[config.mk]
export PLATFORM = sky130hd
export DESIGN_NAME = mp_line_window
export DESIGN_NICKNAME = d
export VERILOG_FILES = /design/src/rtl/lbuf_pkg.sv /design/src/rtl/lbuf_hist.sv /design/src/rtl/lbuf_fill.sv /design/src/rtl/lbuf_assemble.sv /design/src/rtl/mp_line_window.sv
export SDC_FILE = /design/constraint.sdc
export NUM_CORES = 1
export LEC_CHECK = 0
export BUFFER_PORTS_ARGS = -buffer_cell sky130_fd_sc_hd__buf_2
export CORE_MARGIN = 2
export CORE_UTILIZATION = 25
export DETAILED_ROUTE_END_ITERATION = 6
export RECOVER_POWER = 50
export SLEW_MARGIN = 30
export SYNTH_ARGS = -nofsm -noshare
export SYNTH_HDL_FRONTEND = slang
export SYNTH_HIERARCHICAL = 1
export SYNTH_SLANG_ARGS = --single-unit
[constraint.sdc]
create_clock -name clk -period 0.9 [get_ports clk]
set_input_delay 0.18 -clock clk [delete_from_list [all_inputs] [get_ports clk]]
set_output_delay 0.18 -clock clk [all_outputs]
set_load 0.03 [all_outputs]
[src/rtl/lbuf_pkg.sv]
package lbuf_pkg;

  // Number of earlier groups kept so that the window can be filled.
  function automatic int groups_held(input int win_len, input int ppc);
    return (win_len / ppc) - 1;
  endfunction

  // Width of a counter that must reach the value n.
  function automatic int count_width(input int n);
    return (n < 2) ? 1 : $clog2(n + 1);
  endfunction

endpackage

[src/rtl/lbuf_hist.sv]
// Group history: NG stages of one group each, oldest in stage 0.
module lbuf_hist #(
  parameter int PIX_W = 8,
  parameter int PPC   = 2,
  parameter int NG    = 1
) (
  input  logic                  clk,
  input  logic                  rst_n,
  input  logic                  adv_i,
  input  logic [PPC*PIX_W-1:0]  grp_i,
  output logic [NG*PPC*PIX_W-1:0] hist_o
);
  localparam int GW = PPC * PIX_W;

  logic [GW-1:0] stage_q [NG];
  logic [GW-1:0] stage_d [NG];

  for (genvar g = 0; g < NG; g++) begin : g_stage
    // Each stage takes the next-newer stage; the newest takes the input.
    if (g == NG - 1) begin : g_top
      always_comb begin
        stage_d[g] = stage_q[g];
        if (adv_i) stage_d[g] = grp_i;
      end
    end else begin : g_mid
      always_comb begin
        stage_d[g] = stage_q[g];
        if (adv_i) stage_d[g] = stage_q[g+1];
      end
    end

    always_ff @(posedge clk or negedge rst_n) begin
      if (!rst_n) stage_q[g] <= '0;
      else        stage_q[g] <= stage_d[g];
    end

    assign hist_o[g*GW +: GW] = stage_q[g];
  end
endmodule

[src/rtl/lbuf_fill.sv]
// Counts accepted groups until the history is full.
module lbuf_fill #(
  parameter int NG = 1
) (
  input  logic clk,
  input  logic rst_n,
  input  logic adv_i,
  output logic full_o
);
  import lbuf_pkg::*;
  localparam int CW = count_width(NG);
  localparam logic [CW-1:0] LIMIT = CW'(NG);

  logic [CW-1:0] cnt_q, cnt_d;

  always_comb begin
    cnt_d = cnt_q;
    if (adv_i && (cnt_q != LIMIT)) cnt_d = cnt_q + CW'(1);
  end

  always_ff @(posedge clk or negedge rst_n) begin
    if (!rst_n) cnt_q <= '0;
    else        cnt_q <= cnt_d;
  end

  assign full_o = (cnt_q == LIMIT);
endmodule

[src/rtl/lbuf_assemble.sv]
// Joins stored history with the live group and forms the chained flag.
module lbuf_assemble #(
  parameter int PIX_W = 8,
  parameter int PPC   = 2,
  parameter int NG    = 1
) (
  input  logic [NG*PPC*PIX_W-1:0]     hist_i,
  input  logic [PPC*PIX_W-1:0]        grp_i,
  input  logic                        full_i,
  input  logic                        adv_i,
  output logic [(NG+1)*PPC*PIX_W-1:0] win_o,
  output logic                        chain_o
);
  localparam int GW = PPC * PIX_W;
  localparam int HW = NG * GW;

  always_comb begin
    win_o            = '0;
    win_o[HW-1:0]    = hist_i;
    win_o[HW +: GW]  = grp_i;
    chain_o          = full_i & adv_i;
  end
endmodule

[src/rtl/mp_line_window.sv]
module mp_line_window #(
  parameter int PIX_W   = 8,
  parameter int PPC     = 2,
  parameter int WIN_LEN = 4,
  parameter int ROW_LEN = 30
) (
  input  logic                     clk,
  input  logic                     rst_n,
  input  logic                     wr_en_i,
  input  logic [PPC*PIX_W-1:0]     pix_i,
  output logic [WIN_LEN*PIX_W-1:0] win_o,
  output logic                     valid_o,
  output logic                     valid_chain_o
);
  import lbuf_pkg::*;
  localparam int NG     = groups_held(WIN_LEN, PPC);
  localparam int HIST_W = NG * PPC * PIX_W;

  if ((WIN_LEN % PPC) != 0) begin : g_bad_mult
    $error("window length must be a multiple of pixels per clock");
  end
  if (WIN_LEN > ROW_LEN || (ROW_LEN % PPC) != 0) begin : g_bad_row
    $error("row length must hold the window and whole groups");
  end
  if (NG < 1) begin : g_bad_depth
    $error("window must span at least two groups");
  end

  logic [HIST_W-1:0] hist;
  logic              full;

  lbuf_hist #(.PIX_W(PIX_W), .PPC(PPC), .NG(NG)) u_hist (
    .clk    (clk),
    .rst_n  (rst_n),
    .adv_i  (wr_en_i),
    .grp_i  (pix_i),
    .hist_o (hist)
  );

  lbuf_fill #(.NG(NG)) u_fill (
    .clk    (clk),
    .rst_n  (rst_n),
    .adv_i  (wr_en_i),
    .full_o (full)
  );

  lbuf_assemble #(.PIX_W(PIX_W), .PPC(PPC), .NG(NG)) u_asm (
    .hist_i  (hist),
    .grp_i   (pix_i),
    .full_i  (full),
    .adv_i   (wr_en_i),
    .win_o   (win_o),
    .chain_o (valid_chain_o)
  );

  assign valid_o = full;
endmodule

==> impl_metrics.yaml, run 1 <==
setup_path:
  crit_fanout: 3
  slowest_delay_ns: 0.40
  crit_required_ns: 0.72
  r2r_start: "u_hist/hist_o[8]"
  rr_endpoint: "u_hist/hist_o[8]"
  crit_path_end_kind: "primary output"
  arrival_ns: 0.94
  r2r_cells: 2
  cp-start-kind: "flop"
  crit_slowest_cell: "dfrtp_2"
  crit_chain: "and2_4 > buf_6"
  reg2reg_slack_ns: -0.01
  criticalPathCategory: "flop to primary output"
detailed_routing:
  drt_wl_total_um: 1682
  via_count: 559
  drt_iter0_markers: 13
  drt_pass1_iterations: 2
  drc: 0
  drtAntennaViolNets: 0
  vias_per_cell: 3.678
  wl_per_cell_um: 11.07
global_routing:
  antenna_found_initial: 0
  grt_remaining_overflow: 0
  grt.total_usage: 0.08116
  grt_pass1_vias: 583
  grt_max_degree: 18
  grt_pass1_wl_um: 2539
timing:
  slew-limit-headroom: 0.7107
  final-hold-violation-count: 0
  setup_slack_ns: -0.2191
  tightest_slew_ns: 0.4339
  maxSlewViolCount: 0
  finClkSkew_ns: 0
  tns_ns: -1.456
  fmax_ghz: 0.8936
  rsz0062_at_grt: "true"
  layout_min_cycle_time_ns: 1.119
  hold_slack_ns: 0.1765
  finalSetupViolCount: 21
  min_period_over_period: 1.243
die:
  die_area_um2: 4211
  start_util: 0.2571
  rows: 22
  die-width_um: 64.90
  ioPinCount: 53
  die_y_um: 64.90
  coreArea_um2: 3606
synthesis:
  synth.cell_area_um2: 927.1
  synth.avg_cell_area_um2: 13.44
  yosys_warnings: 6
  yosysUniqueCellTypes: 8
  ys_seq_elements: 17
  synthCells: 69
  yosysSeqAreaShare: 0.4588
  syn_nets: 88
clock_network:
  cts_buffer_depth: 2
  numCtsBuffers: 3
  htree_num_levels: 1
  clk_pin_slew_ns: 0.06
  clock_sinks: 17
  clock_latency_ns: 0.25
  clockRootBuffer: "clkbuf_8"
  cts_tree: "done"
cells_and_area:
  final_cell_mix: "buf_6 (20), buf_2 (17), clkbuf_1 (16), dfrtp_1 (16), mux2_4 (10)"
  final_nets: 124
  fin_area_um2: 1251
  seqCellArea_um2: 426.7
  multi_input_area_um2: 232.7
  final_common_cell: "buf_6"
  drive_gt1_frac: 0.6731
  diodes: 0
  area_growth_pct: 34.95
  nFillCells: 366
  utilization: 0.3470
outcome:
  status: "finished, violations left"
  failed_checks: "negative setup slack"
place:
  placed_area_um2: 1020
  dpl.hpwl_um: 1213
  place_congestion: 0.6221
  port_buffers: 52
hold_path:
  hold_path_end: "u_hist/hist_o[9]"
  min_path_cells: 2
  min_from: "pix_i[9]"
  hold_class: "input port to flop"
pwr:
  p_per_area_nw_per_um2: 1714
  irDropWorstVdd_mv: 0.4158
  p_leak_nw: 0.6036
job:
  cap_violations: 0
synthesized netlist by cell type, drive strengths merged:
cell type | count | area (µm²)
or2 | 1 | 6.260
mux2 | 16 | 217.7
dfrtp | 17 | 425.4
buf | 34 | 271.5
and2 | 1 | 6.260
metal layers:
metal	global-route usage	vias up	share of wire
li1	-	261	-
met1	0.08776	267	0.39
met2	0.1456	29	0.53
met3	0.02083	2	0.077
met4	0.03989	0	0.0048
met5	0	-	0
final cells by class:
type | count | area share
Timing Repair Buffer | 65 | 0.3880
Tap cell | 48 | 0.04800
Clock buffer | 3 | 0.03300
Multi-Input combinational cell | 18 | 0.1860
Sequential cell | 17 | 0.3410
Clock inverter | 1 | 0.004000
stage by stage:
stage	instances	power (mW)	setup WS, ns
after floorplan	69	1.409	0.04887
after global placement	137	1.438	-0.1061
after detailed placement	137	1.448	-0.1269
after CTS	148	2.156	-0.2243
after global routing	152	2.243	-0.2491
final	152	2.144	-0.2191
worst max-delay path by stage:
stage | slack (ns) | from | endpoint
3_5_place_dp | -0.13 | wr_en_i | u_hist/hist_o[9]
3_3_place_gp | -0.11 | wr_en_i | u_hist/hist_o[9]
6_report | -0.22 | u_fill/full_o | valid_chain_o
5_1_grt | -0.25 | u_fill/full_o | valid_chain_o
4_1_cts | -0.22 | u_fill/full_o | valid_chain_o
2_1_floorplan | 0.05 | u_fill/full_o | valid_chain_o
critical path, delay by kind of cell (launching register included):
kind | cells | cell delay, ns
buffers and inverters | 1 | 0.13
DFF | 1 | 0.40
and+or+nand+nor | 1 | 0.16
cells by family after synthesis:
group | Yosys count | synth area share
buffers and inverters | 34 | 0.2928
flip-flops | 17 | 0.4588
multiplexers | 16 | 0.2348
AND/OR/NAND/NOR | 2 | 0.01350
state kept, by name, indices dropped and copies added, names as in the netlist:
name and count:
u_fill/full_o 1, u_hist/hist_o 16
power breakdown:
group | total (mW) | switching [mW] | internal [mW]
Sequential | 0.894 | 0.0567 | 0.837
Combinational | 0.703 | 0.359 | 0.344
Clock | 0.548 | 0.241 | 0.306
what timing repair did:
action	in CTS	in global routing
buffers inserted	6	4
resized for setup	36	2
hold endpoints to repair	17	0
endpoints found under the setup margin	18	23
hold buffers	1	0
(Power assumes the default switching activity.)
==> inputs of run 2 (changes only) <==
--- a/config.mk
+++ b/config.mk
@@ -5,6 +5,7 @@
 export SDC_FILE = /design/constraint.sdc
 export NUM_CORES = 1
 export LEC_CHECK = 0
+export ABC_AREA = 1
 export BUFFER_PORTS_ARGS = -buffer_cell sky130_fd_sc_hd__buf_2
 export CORE_MARGIN = 2
 export CORE_UTILIZATION = 25
==> run 2 against run 1 <==
- the flow still finishes with violations (negative setup slack)
- combinational power decreased by 14%
- via count increased by 17%
- design area decreased by 5.2%
- area after synthesis increased by 0.13%
- clock power increased by 4.0%
- synthesized cell count increased by 54%
- largest power group unchanged
==> impl_metrics.yaml, run 2 <==
outcome:
  status: "finished, violations left"
  failed_checks: "negative setup slack"
synthesis:
  synthTopCellsByArea: "dfrtp_1 (46%), buf_4 (26%), nand2_1 (18%)"
  synthCells: 106
  synth.avg_cell_area_um2: 8.758
  async_reset_ff_frac: 1.000
  yosysSeqAreaShare: 0.4582
  synth.most_common_cell: "nand2_1"
  yosysUniqueCellTypes: 8
  synth_edf_count: 0
  yosysTopAreaCell: "dfrtp_1"
  syn_nets: 125
  netlist.area_leader.share: 0.4582
  ys_seq_elements: 17
  synth.cell_area_um2: 928.4
  synth_ff_type: "dfrtp_1"
  yosys_warnings: 6
  synth_commonest_cells: "nand2_1 (45), buf_4 (32), dfrtp_1 (17)"
clock_network:
  htree_num_levels: 1
  numCtsBuffers: 3
  cts_tree: "done"
  clk_pin_slew_ns: 0.07
  clock_latency_ns: 0.25
  cts_buffer_depth: 2
  clockRootBuffer: "clkbuf_8"
  clock_sinks: 17
cells_and_area:
  diodes: 0
  nFillCells: 391
  final_common_cell: "nand2_1"
  largest_reg_flops: 16
  drive_gt1_frac: 0.4191
  final_cell_mix: "nand2_1 (43), buf_2 (19), clkbuf_1 (17), buf_6 (17), dfrtp_1 (16)"
  utilization: 0.3289
  final_nets: 156
  fin_cells: 184
  area_growth_pct: 27.76
setup_path:
  r2r_cells: 4
  reg2reg_slack_ns: 0.06
  critPathLaunch: "u_fill/full_o"
  crit_required_ns: 0.72
  criticalPathCategory: "flop to primary output"
  r2r_start: "u_hist/hist_o[11]"
  crit_fanout: 3
  rr_endpoint: "u_hist/hist_o[11]"
  arrival_ns: 0.89
  crit_path_end_kind: "primary output"
  cp-start-kind: "flop"
  crit_end: "valid_chain_o"
detailed_routing:
  drt_pass1_iterations: 2
  drt_iter0_markers: 23
  drc: 0
  via_count: 654
  drt_wl_total_um: 1755
  vias_per_cell: 3.554
  drtAntennaViolNets: 0
  wl_per_cell_um: 9.538
die:
  ioPinCount: 53
  coreArea_um2: 3606
  die-width_um: 64.94
  start_util: 0.2575
  rows: 22
  die_area_um2: 4217
  die_y_um: 64.94
place:
  dpl.hpwl_um: 1219
  port_buffers: 52
  placed_cells: 173
  place_congestion: 0.5855
job:
  cap_violations: 0
timing:
  layout_min_cycle_time_ns: 1.070
  final-hold-violation-count: 0
  tns_ns: -1.265
  maxSlewViolCount: 0
  tightest_slew_ns: 0.3813
  min_period_over_period: 1.189
  fmax_ghz: 0.9342
  finClkSkew_ns: 0
  rsz0062_at_grt: "true"
  slew-limit-headroom: 0.7458
  finalSetupViolCount: 18
  setup_slack_ns: -0.1704
pwr:
  switchingPower_mw: 0.6597
  switching_share: 0.3226
  p_leak_nw: 0.6389
  combPwrFrac: 0.295
  finalPower_mw: 2.045
  seqPwrFrac: 0.426
  p_clk_frac: 0.279
  p_per_area_nw_per_um2: 1724
  p_int_mw: 1.385
  irDropWorstVdd_mv: 0.4018
global_routing:
  antenna_found_initial: 0
  grt.total_usage: 0.09171
  grt_pass1_wl_um: 2856
  grt_max_degree: 18
  grt_pass1_vias: 646
  grt_remaining_overflow: 0
hold_path:
  hold_class: "input port to flop"
## run 2: metal layers
layer | global-route usage | wire length, µm
met1 | 0.1091 | 726
met2 | 0.1495 | 847
met3 | 0.02604 | 146
met4 | 0.04787 | 33
met5 | 0 | 0
## run 2: power groups by stage
stage                     Sequential (mW)  Combinational [mW]  Clock, mW
after global routing                0.879               0.650      0.625
after detailed placement            0.874               0.496          0
after CTS                           0.872               0.604      0.593
final                               0.872               0.603      0.570
after global placement              0.873               0.493          0
after floorplan                     0.871               0.467          0
## run 2: worst max-delay path, stage by stage (launching register included)
cell,delay (ns)
dfrtp_2,0.42
nand2_2,0.07
inv_2,0.03
buf_6,0.12
## run 2: what timing repair did
action,CTS,global route
setup endpoints to repair,18,18
buffers inserted,4,2
endpoints found under the hold margin,17,0
resized for setup,34,3
pin swaps,1,0
hold buffers,1,0
## run 2: cell families (layout without fill, tap and decap cells)
logic type    Yosys count  in the layout  share of synthesized area
flops                  17             17                     0.4582
simple gates           50             50                     0.2156
buf+inv                39             69                     0.3261
## run 2: layout make-up
class / instances / area [µm²] / area share
sequential: 17 / 426.7 / 0.3597
tap: 48 / 60.06 / 0.05063
multi-input combinational: 50 / 205.2 / 0.1730
clock buffer: 4 / 45.04 / 0.03797
timing repair buffer: 61 / 429.2 / 0.3618
inverter: 4 / 20.02 / 0.01688
## run 2: per-stage QoR
step,cell area (µm²),setup WS [ns],hold WS (ns)
final,1186,-0.1704,0.1372
after global routing,1186,-0.2056,0.1482
after CTS,1186,-0.1692,0.1309
after detailed placement,994.7,0.07956,0.1275
after global placement,994.7,0.08674,0.1249
after floorplan,929.6,0.01187,-0.1156
## run 2: worst min path at each step
stage	startpoint	endpoint	slack, ns	cells after the start
after floorplan	rst_n	u_fill/full_o	-0.12	0
after global placement	rst_n	u_hist/hist_o[9]	0.12	1
after detailed placement	rst_n	u_hist/hist_o[10]	0.13	1
after CTS	pix_i[14]	u_hist/hist_o[14]	0.13	3
after global routing	pix_i[5]	u_hist/hist_o[5]	0.15	3
final	pix_i[14]	u_hist/hist_o[14]	0.14	3
